$ cat config.mk
export PLATFORM = sky130hd
export DESIGN_NAME = hybrid_hint_predictor
export DESIGN_NICKNAME = d
export VERILOG_FILES = /design/src/rtl/hhp_pkg.sv /design/src/rtl/hhp_ctr_table.sv /design/src/rtl/hhp_hint_buf.sv /design/src/rtl/hhp_hint_gate.sv /design/src/rtl/hybrid_hint_predictor.sv
export SDC_FILE = /design/constraint.sdc
export NUM_CORES = 1
export LEC_CHECK = 0
export BUFFER_PORTS_ARGS = -buffer_cell sky130_fd_sc_hd__buf_2
export CAP_MARGIN = 20
export CELL_PAD_IN_SITES_DETAIL_PLACEMENT = 0
export CELL_PAD_IN_SITES_GLOBAL_PLACEMENT = 1
export CORE_MARGIN = 2
export CORE_UTILIZATION = 56
export CTS_CLUSTER_DIAMETER = 50
export DETAILED_ROUTE_END_ITERATION = 10
export PLACE_DENSITY_LB_ADDON = 0.1
export SKIP_LAST_GASP = 1
export SLEW_MARGIN = 20
export SYNTH_ARGS = -nofsm -noshare
export SYNTH_HDL_FRONTEND = slang
export SYNTH_SLANG_ARGS = --single-unit
$ cat constraint.sdc
create_clock -name clk -period 6.9 [get_ports clk]
set_input_delay 0.69 -clock clk [delete_from_list [all_inputs] [get_ports clk]]
set_output_delay 0.69 -clock clk [all_outputs]
set_load 0.1 [all_outputs]
$ cat src/rtl/hhp_pkg.sv
package hhp_pkg;

  typedef enum logic [1:0] {
    HINT_BIM  = 2'b00,
    HINT_GSH  = 2'b01,
    HINT_RSVD = 2'b10,
    HINT_MISS = 2'b11
  } hint_e;

  localparam logic [1:0] CTR_WEAK_NT = 2'b01;

  function automatic logic [1:0] sat_step(input logic [1:0] cur, input logic inc);
    logic [1:0] res;
    res = cur;
    if (inc) begin
      if (cur != 2'b11) res = cur + 2'd1;
    end else begin
      if (cur != 2'b00) res = cur - 2'd1;
    end
    return res;
  endfunction

endpackage

$ cat src/rtl/hhp_ctr_table.sv
module hhp_ctr_table #(
  parameter int IDX_W = 6
) (
  input  logic             clk,
  input  logic             rst_n,
  input  logic [IDX_W-1:0] rd_idx,
  output logic [1:0]       rd_ctr,
  input  logic             up_en,
  input  logic [IDX_W-1:0] up_idx,
  input  logic             up_inc
);
  import hhp_pkg::*;

  localparam int DEPTH = 1 << IDX_W;

  logic [1:0] ctr_q [DEPTH];
  logic [1:0] ctr_d [DEPTH];

  always_comb begin
    ctr_d = ctr_q;
    if (up_en) ctr_d[up_idx] = sat_step(ctr_q[up_idx], up_inc);
  end

  always_ff @(posedge clk or negedge rst_n) begin
    if (!rst_n) begin
      for (int i = 0; i < DEPTH; i++) ctr_q[i] <= CTR_WEAK_NT;
    end else if (up_en) begin
      ctr_q <= ctr_d;
    end
  end

  assign rd_ctr = ctr_q[rd_idx];


  sat_hi_chk: assert property (@(posedge clk) disable iff (!rst_n)
    (up_en && up_inc && ctr_q[up_idx] == 2'b11) |=> ctr_q[$past(up_idx)] == 2'b11);


  sat_lo_chk: assert property (@(posedge clk) disable iff (!rst_n)
    (up_en && !up_inc && ctr_q[up_idx] == 2'b00) |=> ctr_q[$past(up_idx)] == 2'b00);

endmodule

$ cat src/rtl/hhp_hint_buf.sv
module hhp_hint_buf #(
  parameter int PC_W  = 12,
  parameter int IDX_W = 4
) (
  input  logic             clk,
  input  logic             rst_n,
  input  logic [PC_W-1:0]  lk_pc,
  output logic             lk_hit,
  output hhp_pkg::hint_e   lk_slot0,
  output hhp_pkg::hint_e   lk_slot1,
  input  logic             rs_valid,
  input  logic [PC_W-1:0]  rs_pc,
  input  hhp_pkg::hint_e   rs_hint
);
  import hhp_pkg::*;

  localparam int DEPTH = 1 << IDX_W;
  localparam int TAG_W = PC_W - IDX_W;

  logic              vld_q [DEPTH];
  logic [TAG_W-1:0]  tag_q [DEPTH];
  hint_e             s0_q  [DEPTH];
  hint_e             s1_q  [DEPTH];
  logic              vld_d [DEPTH];
  logic [TAG_W-1:0]  tag_d [DEPTH];
  hint_e             s0_d  [DEPTH];
  hint_e             s1_d  [DEPTH];

  // last two resolved branches
  logic              p1_vld_q, p2_vld_q;
  logic [PC_W-1:0]   p1_pc_q,  p2_pc_q;

  logic [IDX_W-1:0]  lk_idx, i1, i2;
  logic              p1_match, p2_match;
  logic              tbl_we;

  assign lk_idx   = lk_pc[IDX_W-1:0];
  assign lk_hit   = vld_q[lk_idx] && (tag_q[lk_idx] == lk_pc[PC_W-1:IDX_W]);
  assign lk_slot0 = s0_q[lk_idx];
  assign lk_slot1 = s1_q[lk_idx];

  assign i1       = p1_pc_q[IDX_W-1:0];
  assign i2       = p2_pc_q[IDX_W-1:0];
  assign p1_match = vld_q[i1] && (tag_q[i1] == p1_pc_q[PC_W-1:IDX_W]);
  assign p2_match = vld_q[i2] && (tag_q[i2] == p2_pc_q[PC_W-1:IDX_W]);
  assign tbl_we   = rs_valid && (p1_vld_q || p2_vld_q);

  always_comb begin
    vld_d = vld_q;
    tag_d = tag_q;
    s0_d  = s0_q;
    s1_d  = s1_q;
    if (rs_valid) begin
      if (p2_vld_q && p2_match) s1_d[i2] = rs_hint;
      if (p1_vld_q) begin
        if (!p1_match) begin
          vld_d[i1] = 1'b1;
          tag_d[i1] = p1_pc_q[PC_W-1:IDX_W];
          s1_d[i1]  = HINT_MISS;
        end
        s0_d[i1] = rs_hint;
      end
    end
  end

  always_ff @(posedge clk or negedge rst_n) begin
    if (!rst_n) begin
      for (int i = 0; i < DEPTH; i++) begin
        vld_q[i] <= 1'b0;
        tag_q[i] <= '0;
        s0_q[i]  <= HINT_MISS;
        s1_q[i]  <= HINT_MISS;
      end
    end else if (tbl_we) begin
      vld_q <= vld_d;
      tag_q <= tag_d;
      s0_q  <= s0_d;
      s1_q  <= s1_d;
    end
  end

  always_ff @(posedge clk or negedge rst_n) begin
    if (!rst_n) begin
      p1_vld_q <= 1'b0;
      p2_vld_q <= 1'b0;
      p1_pc_q  <= '0;
      p2_pc_q  <= '0;
    end else if (rs_valid) begin
      p2_vld_q <= p1_vld_q;
      p2_pc_q  <= p1_pc_q;
      p1_vld_q <= 1'b1;
      p1_pc_q  <= rs_pc;
    end
  end


  hint_alloc_chk: assert property (@(posedge clk) disable iff (!rst_n)
    (rs_valid && p1_vld_q) |=> (vld_q[$past(i1)] && s0_q[$past(i1)] == $past(rs_hint)));


  hist_shift_chk: assert property (@(posedge clk) disable iff (!rst_n)
    rs_valid |=> (p1_vld_q && p1_pc_q == $past(rs_pc)));

endmodule

$ cat src/rtl/hhp_hint_gate.sv
module hhp_hint_gate (
  input  logic            clk,
  input  logic            rst_n,
  input  logic            lk_valid,
  input  logic            lk_hit,
  input  hhp_pkg::hint_e  lk_slot0,
  input  hhp_pkg::hint_e  lk_slot1,
  output logic            en_bim,
  output logic            en_gsh,
  output logic            en_sel
);
  import hhp_pkg::*;

  logic  nxt_vld_q, nxt_vld_d;
  hint_e nxt_q,     nxt_d;
  logic  aft_vld_q, aft_vld_d;
  hint_e aft_q,     aft_d;

  always_comb begin
    en_bim = 1'b0;
    en_gsh = 1'b0;
    en_sel = 1'b0;
    if (lk_valid) begin
      if (nxt_vld_q && nxt_q == HINT_BIM) begin
        en_bim = 1'b1;
      end else if (nxt_vld_q && nxt_q == HINT_GSH) begin
        en_gsh = 1'b1;
      end else begin
        en_bim = 1'b1;
        en_gsh = 1'b1;
        en_sel = 1'b1;
      end
    end
  end

  always_comb begin
    nxt_vld_d = nxt_vld_q;
    nxt_d     = nxt_q;
    aft_vld_d = aft_vld_q;
    aft_d     = aft_q;
    if (lk_hit) begin
      nxt_vld_d = 1'b1;
      nxt_d     = lk_slot0;
      aft_vld_d = 1'b1;
      aft_d     = lk_slot1;
    end else begin
      nxt_vld_d = aft_vld_q;
      nxt_d     = aft_q;
      aft_vld_d = 1'b0;
      aft_d     = HINT_MISS;
    end
  end

  always_ff @(posedge clk or negedge rst_n) begin
    if (!rst_n) begin
      nxt_vld_q <= 1'b0;
      nxt_q     <= HINT_MISS;
      aft_vld_q <= 1'b0;
      aft_q     <= HINT_MISS;
    end else if (lk_valid) begin
      nxt_vld_q <= nxt_vld_d;
      nxt_q     <= nxt_d;
      aft_vld_q <= aft_vld_d;
      aft_q     <= aft_d;
    end
  end


  sel_pair_chk: assert property (@(posedge clk) disable iff (!rst_n)
    en_sel |-> (en_bim && en_gsh));


  idle_quiet_chk: assert property (@(posedge clk) disable iff (!rst_n)
    !lk_valid |-> !(en_bim || en_gsh || en_sel));


  queue_hold_chk: assert property (@(posedge clk) disable iff (!rst_n)
    !lk_valid |=> ($stable(nxt_vld_q) && $stable(nxt_q) && $stable(aft_vld_q)));


  queue_load_chk: assert property (@(posedge clk) disable iff (!rst_n)
    (lk_valid && lk_hit) |=> (nxt_vld_q && nxt_q == $past(lk_slot0) && aft_q == $past(lk_slot1)));

endmodule

$ cat src/rtl/hybrid_hint_predictor.sv
module hybrid_hint_predictor #(
  parameter int PC_W       = 12,
  parameter int BIM_IDX_W  = 6,
  parameter int GSH_IDX_W  = 6,
  parameter int SEL_IDX_W  = 6,
  parameter int HINT_IDX_W = 4
) (
  input  logic            clk,
  input  logic            rst_n,
  input  logic            lk_valid,
  input  logic [PC_W-1:0] lk_pc,
  output logic            lk_taken,
  output logic            lk_en_bim,
  output logic            lk_en_gsh,
  output logic            lk_en_sel,
  input  logic            rs_valid,
  input  logic [PC_W-1:0] rs_pc,
  input  logic            rs_taken,
  input  logic            rs_bim_ok,
  input  logic            rs_gsh_ok
);
  import hhp_pkg::*;

  localparam int GHR_W = GSH_IDX_W;

  logic [GHR_W-1:0]     ghr_q, ghr_d;
  logic [BIM_IDX_W-1:0] bim_lk_idx, bim_rs_idx;
  logic [GSH_IDX_W-1:0] gsh_lk_idx, gsh_rs_idx;
  logic [SEL_IDX_W-1:0] sel_lk_idx, sel_rs_idx;
  logic [1:0]           bim_ctr, gsh_ctr, sel_ctr;
  logic                 sel_up_en;
  hint_e                rs_hint;
  logic                 hb_hit;
  hint_e                hb_slot0, hb_slot1;

  assign bim_lk_idx = lk_pc[BIM_IDX_W-1:0];
  assign bim_rs_idx = rs_pc[BIM_IDX_W-1:0];
  assign gsh_lk_idx = lk_pc[GSH_IDX_W-1:0] ^ ghr_q;
  assign gsh_rs_idx = rs_pc[GSH_IDX_W-1:0] ^ ghr_q;
  assign sel_lk_idx = lk_pc[SEL_IDX_W-1:0];
  assign sel_rs_idx = rs_pc[SEL_IDX_W-1:0];
  assign sel_up_en  = rs_valid && (rs_bim_ok != rs_gsh_ok);

  always_comb begin
    if (rs_bim_ok)      rs_hint = HINT_BIM;
    else if (rs_gsh_ok) rs_hint = HINT_GSH;
    else                rs_hint = HINT_MISS;
  end

  hhp_ctr_table #(.IDX_W(BIM_IDX_W)) u_bim_tbl (
    .clk(clk), .rst_n(rst_n),
    .rd_idx(bim_lk_idx), .rd_ctr(bim_ctr),
    .up_en(rs_valid), .up_idx(bim_rs_idx), .up_inc(rs_taken)
  );

  hhp_ctr_table #(.IDX_W(GSH_IDX_W)) u_gsh_tbl (
    .clk(clk), .rst_n(rst_n),
    .rd_idx(gsh_lk_idx), .rd_ctr(gsh_ctr),
    .up_en(rs_valid), .up_idx(gsh_rs_idx), .up_inc(rs_taken)
  );

  hhp_ctr_table #(.IDX_W(SEL_IDX_W)) u_sel_tbl (
    .clk(clk), .rst_n(rst_n),
    .rd_idx(sel_lk_idx), .rd_ctr(sel_ctr),
    .up_en(sel_up_en), .up_idx(sel_rs_idx), .up_inc(rs_gsh_ok)
  );

  hhp_hint_buf #(.PC_W(PC_W), .IDX_W(HINT_IDX_W)) u_hint_buf (
    .clk(clk), .rst_n(rst_n),
    .lk_pc(lk_pc), .lk_hit(hb_hit), .lk_slot0(hb_slot0), .lk_slot1(hb_slot1),
    .rs_valid(rs_valid), .rs_pc(rs_pc), .rs_hint(rs_hint)
  );

  hhp_hint_gate u_gate (
    .clk(clk), .rst_n(rst_n),
    .lk_valid(lk_valid), .lk_hit(hb_hit), .lk_slot0(hb_slot0), .lk_slot1(hb_slot1),
    .en_bim(lk_en_bim), .en_gsh(lk_en_gsh), .en_sel(lk_en_sel)
  );

  always_comb begin
    lk_taken = 1'b0;
    if (lk_en_sel)      lk_taken = sel_ctr[1] ? gsh_ctr[1] : bim_ctr[1];
    else if (lk_en_gsh) lk_taken = gsh_ctr[1];
    else if (lk_en_bim) lk_taken = bim_ctr[1];
  end

  always_comb begin
    ghr_d = {ghr_q[GHR_W-2:0], rs_taken};
  end

  always_ff @(posedge clk or negedge rst_n) begin
    if (!rst_n)        ghr_q <= '0;
    else if (rs_valid) ghr_q <= ghr_d;
  end


  ghr_shift_chk: assert property (@(posedge clk) disable iff (!rst_n)
    rs_valid |=> (ghr_q[0] == $past(rs_taken) && ghr_q[GHR_W-1:1] == $past(ghr_q[GHR_W-2:0])));


  idle_pred_chk: assert property (@(posedge clk) disable iff (!rst_n)
    !lk_valid |-> !lk_taken);

endmodule

# --- Word level (Yosys, flattened, before mapping) ---
# Index checks and enable logic that the tools add are counted.
classes:
  add_sub_neg: 6
  order_cmp: 11
  eq_ne: 8
  n_mux: 93
  bitwise_logic: 12
  n_reduce_logical: 20
ops:
  columns: ["cell", "n"]
  rows:
  - ["bitwise mux 128 bit", 4]
  - ["2-to-1 mux 32 bit", 4]
  - ["binary-select mux 8 bit (select 4 bit)", 3]
  - ["binary-select mux 2 bit (select 6 bit)", 6]
  - ["2-to-1 mux 2 bit", 36]
  - ["bitwise mux 32 bit", 2]
  - ["2-to-1 mux 8 bit", 7]
  - ["demux 8 bit (select 4 bit)", 1]
  - ["OR 32 bit", 1]
  - [">= comparator 7 bit, second input constant", 4]
  - ["NOT 6 -> 7 bit", 4]
  - ["demux 2 bit (select 6 bit)", 2]
  - ["== test 8 bit", 3]
  - ["2-to-1 mux 1 bit", 20]
  - ["binary-select mux 2 bit (select 4 bit)", 2]
  - ["demux 2 bit (select 4 bit)", 2]
  - ["OR 16 bit", 1]
  - [">= comparator 5 bit, second input constant", 3]
  - ["NOT 4 -> 5 bit", 3]
  - ["< comparator 7 x 1 -> 1 bit, second input constant", 2]
  - ["binary-select mux 1 bit (select 4 bit)", 3]
  - ["logical AND 1 bit", 12]
  - ["bitwise XOR 6 bit", 2]
  - ["< comparator 5 x 1 -> 1 bit, second input constant", 2]
  - ["other kinds (13)", 21]
totals:
  register_bits: 630
  inputBits: 31
  out_inout_bits: 4
  word_cells: 415

# --- Logic depth before layout (Yosys ltp) ---
depth:
  depth_word: 12
  ltp_mapped: 14
  ltp_nobuf: 8

# --- Cells and area by module ---
# From an unflattened synthesis, not the netlist that was laid out.
hier_totals:
  hier_cells: 2939
  hier_area_um2: 36398.7
modules_own_cells:
  columns: ["module", "instances", "cells_per_inst", "area_each_um2", "seq_area_each_um2"]
  rows:
  - ["hhp_ctr_table", 3, 618, 7267.0, 3283.1]
  - ["hhp_hint_buf", 1, 1023, 13897.1, 5935.7]
  - ["hybrid_hint_predictor", 1, 33, 400.4, 150.1]
  - ["hhp_hint_gate", 1, 29, 300.3, 155.1]

# --- Least setup slack after synthesis ---
# No wires, ideal clock.
synth_timing:
  path_type: "input to output"
  from: "input port lk_pc[0]"
  to: "output port lk_taken"
  arrival_time_ns: 5.303
  t_required_ns: 6.210
  setup_slack_ns: 0.907
  path_stages: 9
  n_path_buf: 3
  cell_sequence: "clkbuf_1 buf_2 buf_1 mux4_2 mux4_2 mux2_2 o21ai_0 o21ai_0 o21ai_0"
synth_via:
  elab_chain_cells: 7
  elab_cells_between_ends: 16
  classes_between: "mux (13); bitwise (3)"
synth_rtl:
  columns: ["item", "line_no", "source"]
  rows:
  - ["start, declared", "hybrid_hint_predictor.sv:11", "input logic [PC_W-1:0] lk_pc,"]
  - ["NOT 6 -> 7 bit (implied by the code) / bitwise XOR 6 bit (equally long branches)", "hhp_ctr_table.sv:32, hybrid_hint_predictor.sv:38", null]
  - ["binary-select mux 2 bit (select 6 bit) / NOT 6 -> 7 bit (equally long branches)", "hhp_ctr_table.sv:32", "assign rd_ctr = ctr_q[rd_idx];"]
  - ["2-to-1 mux 2 bit (implied by the code) / binary-select mux 2 bit (select 6 bit) (equally long branches)", "hhp_ctr_table.sv:32", null]
  - ["2-to-1 mux 2 bit (implied by the code)", "hhp_ctr_table.sv:32", null]
  - ["2-to-1 mux 1 bit / 2-to-1 mux 2 bit (equally long branches)", "hybrid_hint_predictor.sv:84, hhp_ctr_table.sv:32", null]
  - ["2-to-1 mux 1 bit, on equally long branches", "hybrid_hint_predictor.sv:83, hybrid_hint_predictor.sv:82", null]
  - ["2-to-1 mux 1 bit *", "hybrid_hint_predictor.sv:82", "if (lk_en_sel) lk_taken = sel_ctr[1] ? gsh_ctr[1] : bim_ctr[1];"]
  - ["end, declared", "hybrid_hint_predictor.sv:12", "output logic lk_taken,"]
# Every way passes the cells marked *; elsewhere a longest branch is shown, timed or not. The select of a mux whose other input is x is not followed.

# --- Final worst setup path ---
# Ends and elaborated chain as after synthesis.

==> results.json <==
{
  "drt_iter0_drc": 3234,
  "worstMarginPinSlew_ps": 1168,
  "synth_cells": 2972,
  "grt_max_degree": 196,
  "cp_max_fo": 30,
  "fin_setup_tns_ps": 0,
  "required_ps": 6210,
  "start_util_pct": 56.47,
  "drv_cap": 0,
  "synth-seq-cells": 630,
  "synth_top_area_cell": "dfrtp_1",
  "hp-class": "primary input to async pin",
  "critical-path-top-delay-family": "compound AO/OA/AOI/OAI gates",
  "p_leak_nw": 14.88,
  "grt_pass1_vias": 25990,
  "rows": 90,
  "synthArstFlopShare_pct": 100.0,
  "cts_htree_levels": 3,
  "track_usage_pct": 33.06,
  "chipHeight_um": 250.5,
  "drive_gt1_share_pct": 34.99,
  "hold_violations": 0,
  "io-pin-count": 35,
  "drt-total-wl_um": 102100,
  "yosysMostFrequentCell": "dfrtp_1",
  "dieWidth_um": 250.5,
  "irDropWorstVdd_mv": 0.2403,
  "clkSlewWorstSetupHoldPaths_ps": 60,
  "cpMostUsedCell": "o21ai_0",
  "start_kind": "primary input",
  "cp_slowest_cell": "o21ai_0",
  "status": "finished, final reports clean",
  "rsz0062_at_grt": "no",
  "synth_flop_cell": "dfrtp_1",
  "cts_tree": "yes",
  "synth_edf_count": 0,
  "drtPass1Iterations": 5,
  "overflow": 0,
  "fin_nets": 2918,
  "critPathKind": "primary input to output pin",
  "finalSetupViolCount": 0,
  "yosysSeqAreaShare_pct": 47.29,
  "core_um2": 60250,
  "slew_headroom_pct": 21.75,
  "clockRootBuffer": "clkbuf_16",
  "portBuffers": 34,
  "place.detailed.hpwl_um": 65270,
  "netlist_top_cells_area": "dfrtp_1, dfstp_2, mux4_2",
  "vias": 25480,
  "synth.avg_cell_area_um2": 11.45,
  "synth_top_area_share_pct": 27.21,
  "wl_per_cell_um": 27.33,
  "finalClockSkew_ps": 21.22,
  "fmax_mhz": 197.9,
  "areaGrowthSynthToFinish_pct": 10.71,
  "synth.distinct_cells": 69,
  "whs_ps": 143.6,
  "ctsLongestPathBuffers": 3,
  "drc": 0,
  "cts_sinks": 630,
  "ctsResizeCount": 0,
  "cts_hold_buf": 0,
  "fp.dieArea_um2": 62740,
  "vias_per_cell": 6.821,
  "postCtsSetupBuffers": 0,
  "path_buf_inv": 2,
  "antenna_found_initial": 3,
  "synthTopCellsByCount": "dfrtp_1, mux2_2, nand2_1",
  "fillCellCount": 4721,
  "crit_path_end_kind": "output pin",
  "detail-route-antenna-nets": 0,
  "numCtsBuffers": 78,
  "maxSlewViolCount": 0,
  "place_congestion": 0.8967,
  "syn-num-nets": 3004,
  "post-route-period-util_pct": 73.24,
  "layout_min_cycle_time_ps": 5053,
  "cp_cell_sequence": "buf_6, mux4_2, mux4_2, mux2_2, o21ai_0, o21ai_0, o21ai_0, buf_2",
  "critPathMaxStageDelay_ps": 880,
  "grt_first_pass_wirelength_um": 158800,
  "clock_latency_ps": 630,
  "yosys_warnings": 0,
  "p_per_area_nw_per_um2": 369.5,
  "crit_arrival_ps": 4360,
  "synthesis.area_um2": 34020
}
logic make-up after synthesis:
kind of cell,Yosys count,synth area share [%]
flops,630,47.29
fa+ha+maj,7,0.2170
compound gates,633,11.86
mux,603,25.91
simple gates,784,10.38
xor+xnor,41,1.122
buf+inv,274,3.225
routing by layer:
layer / share of wire, % / global-route usage (%) / wire (um) / vias to the layer above
li1: - / - / - / 10910
met1: 42 / 46.59 / 42550 / 13040
met2: 46 / 50.36 / 46600 / 1262
met3: 9.0 / 7.492 / 9186 / 270
met4: 3.7 / 12.56 / 3761 / 0
met5: 0 / 0 / 0 / -
flip-flops by register name, summed over array words and instances, names as in the netlist:
name,count
ghr_q,6
u_hint_buf.tag_q,128
u_hint_buf.vld_q,16
u_hint_buf.p1_vld_q,1
u_gsh_tbl.ctr_q,128
u_gate.aft_vld_q,1
u_sel_tbl.ctr_q,128
u_hint_buf.p2_vld_q,1
u_gate.nxt_vld_q,1
u_hint_buf.s1_q,32
u_bim_tbl.ctr_q,128
u_gate.nxt_q,2
u_gate.aft_q,2
u_hint_buf.s0_q,32
u_hint_buf.p2_pc_q,12
u_hint_buf.p1_pc_q,12
final cells by class:
type	count	area [um^2]	area share [%]
Multi-Input combinational cell	2068	16920	44.92
Sequential cell	630	16100	42.73
Clock buffer	113	2361	6.268
Tap cell	782	978.4	2.598
Timing Repair Buffer	90	695.7	1.847
Clock inverter	33	541.8	1.438
Inverter	18	67.56	0.1794
Antenna cell	2	5.005	0.01329
report_power, final:
| part | switching (mW) | internal [mW] |
|---|---|---|
| sequential | 0.868 | 4.91 |
| combinational | 1.87 | 1.71 |
| clock | 1.71 | 2.85 |
cell usage in the layout, fill, tap and decap left out, drive strengths merged, types with 5 or more instances in the layout:
master,n
xor2,19
a211oi,20
nor4,18
o221ai,8
nor2,264
nor3b,6
bufinv,12
a31oi,44
maj3,6
buf,90
nand3b,6
or2,17
nand4b,6
a221oi,44
nand2,295
mux4,190
a22oi,106
clkinv,13
and3,12
and3b,5
mux2,321
and2,31
a22o,24
clkbuf,113
xnor2,22
o31ai,44
nand3,39
nor2b,16
dfstp,260
o21ai,175
a21oi,138
nand4,24
mux2i,92
and4,9
nor3,21
dfrtp,370
inv,25
stage by stage:
stage               instance area, um^2  setup slack, ps  std cells  power, mW  utilization, %
finish                            37670             1847       3736      13.92           62.52
global route                      37670             1773       3736      14.53           62.52
CTS                               37620             2036       3732      13.91           62.44
detailed placement                34710             1920       3586      9.340           57.62
global placement                  34710             2033       3586      9.190           57.62
floorplan                         34020            907.3       2972      8.190               -
path summary, 6_finish.rpt:
| path | slack, ps | start | depth (start not counted) | endpoint |
|---|---|---|---|---|
| setup / recovery | 1850 | lk_pc[0] | 8 | lk_taken |
| hold / removal | 140 | rst_n | 1 | u_bim_tbl.ctr_q[33] |
| setup reg to reg | 2050 | u_hint_buf.p1_pc_q[0] | 11 | u_hint_buf.tag_q[9] |
| hold reg to reg | 460 | u_gsh_tbl.ctr_q[52] | 2 | u_gsh_tbl.ctr_q[52] |
| max in group asynchronous | 5230 | rst_n | 3 | u_hint_buf.tag_q[70] |
| min in group clk | 290 | rs_pc[7] | 2 | u_hint_buf.p1_pc_q[7] |
No activity file was read; power rests on OpenSTA's default activity.
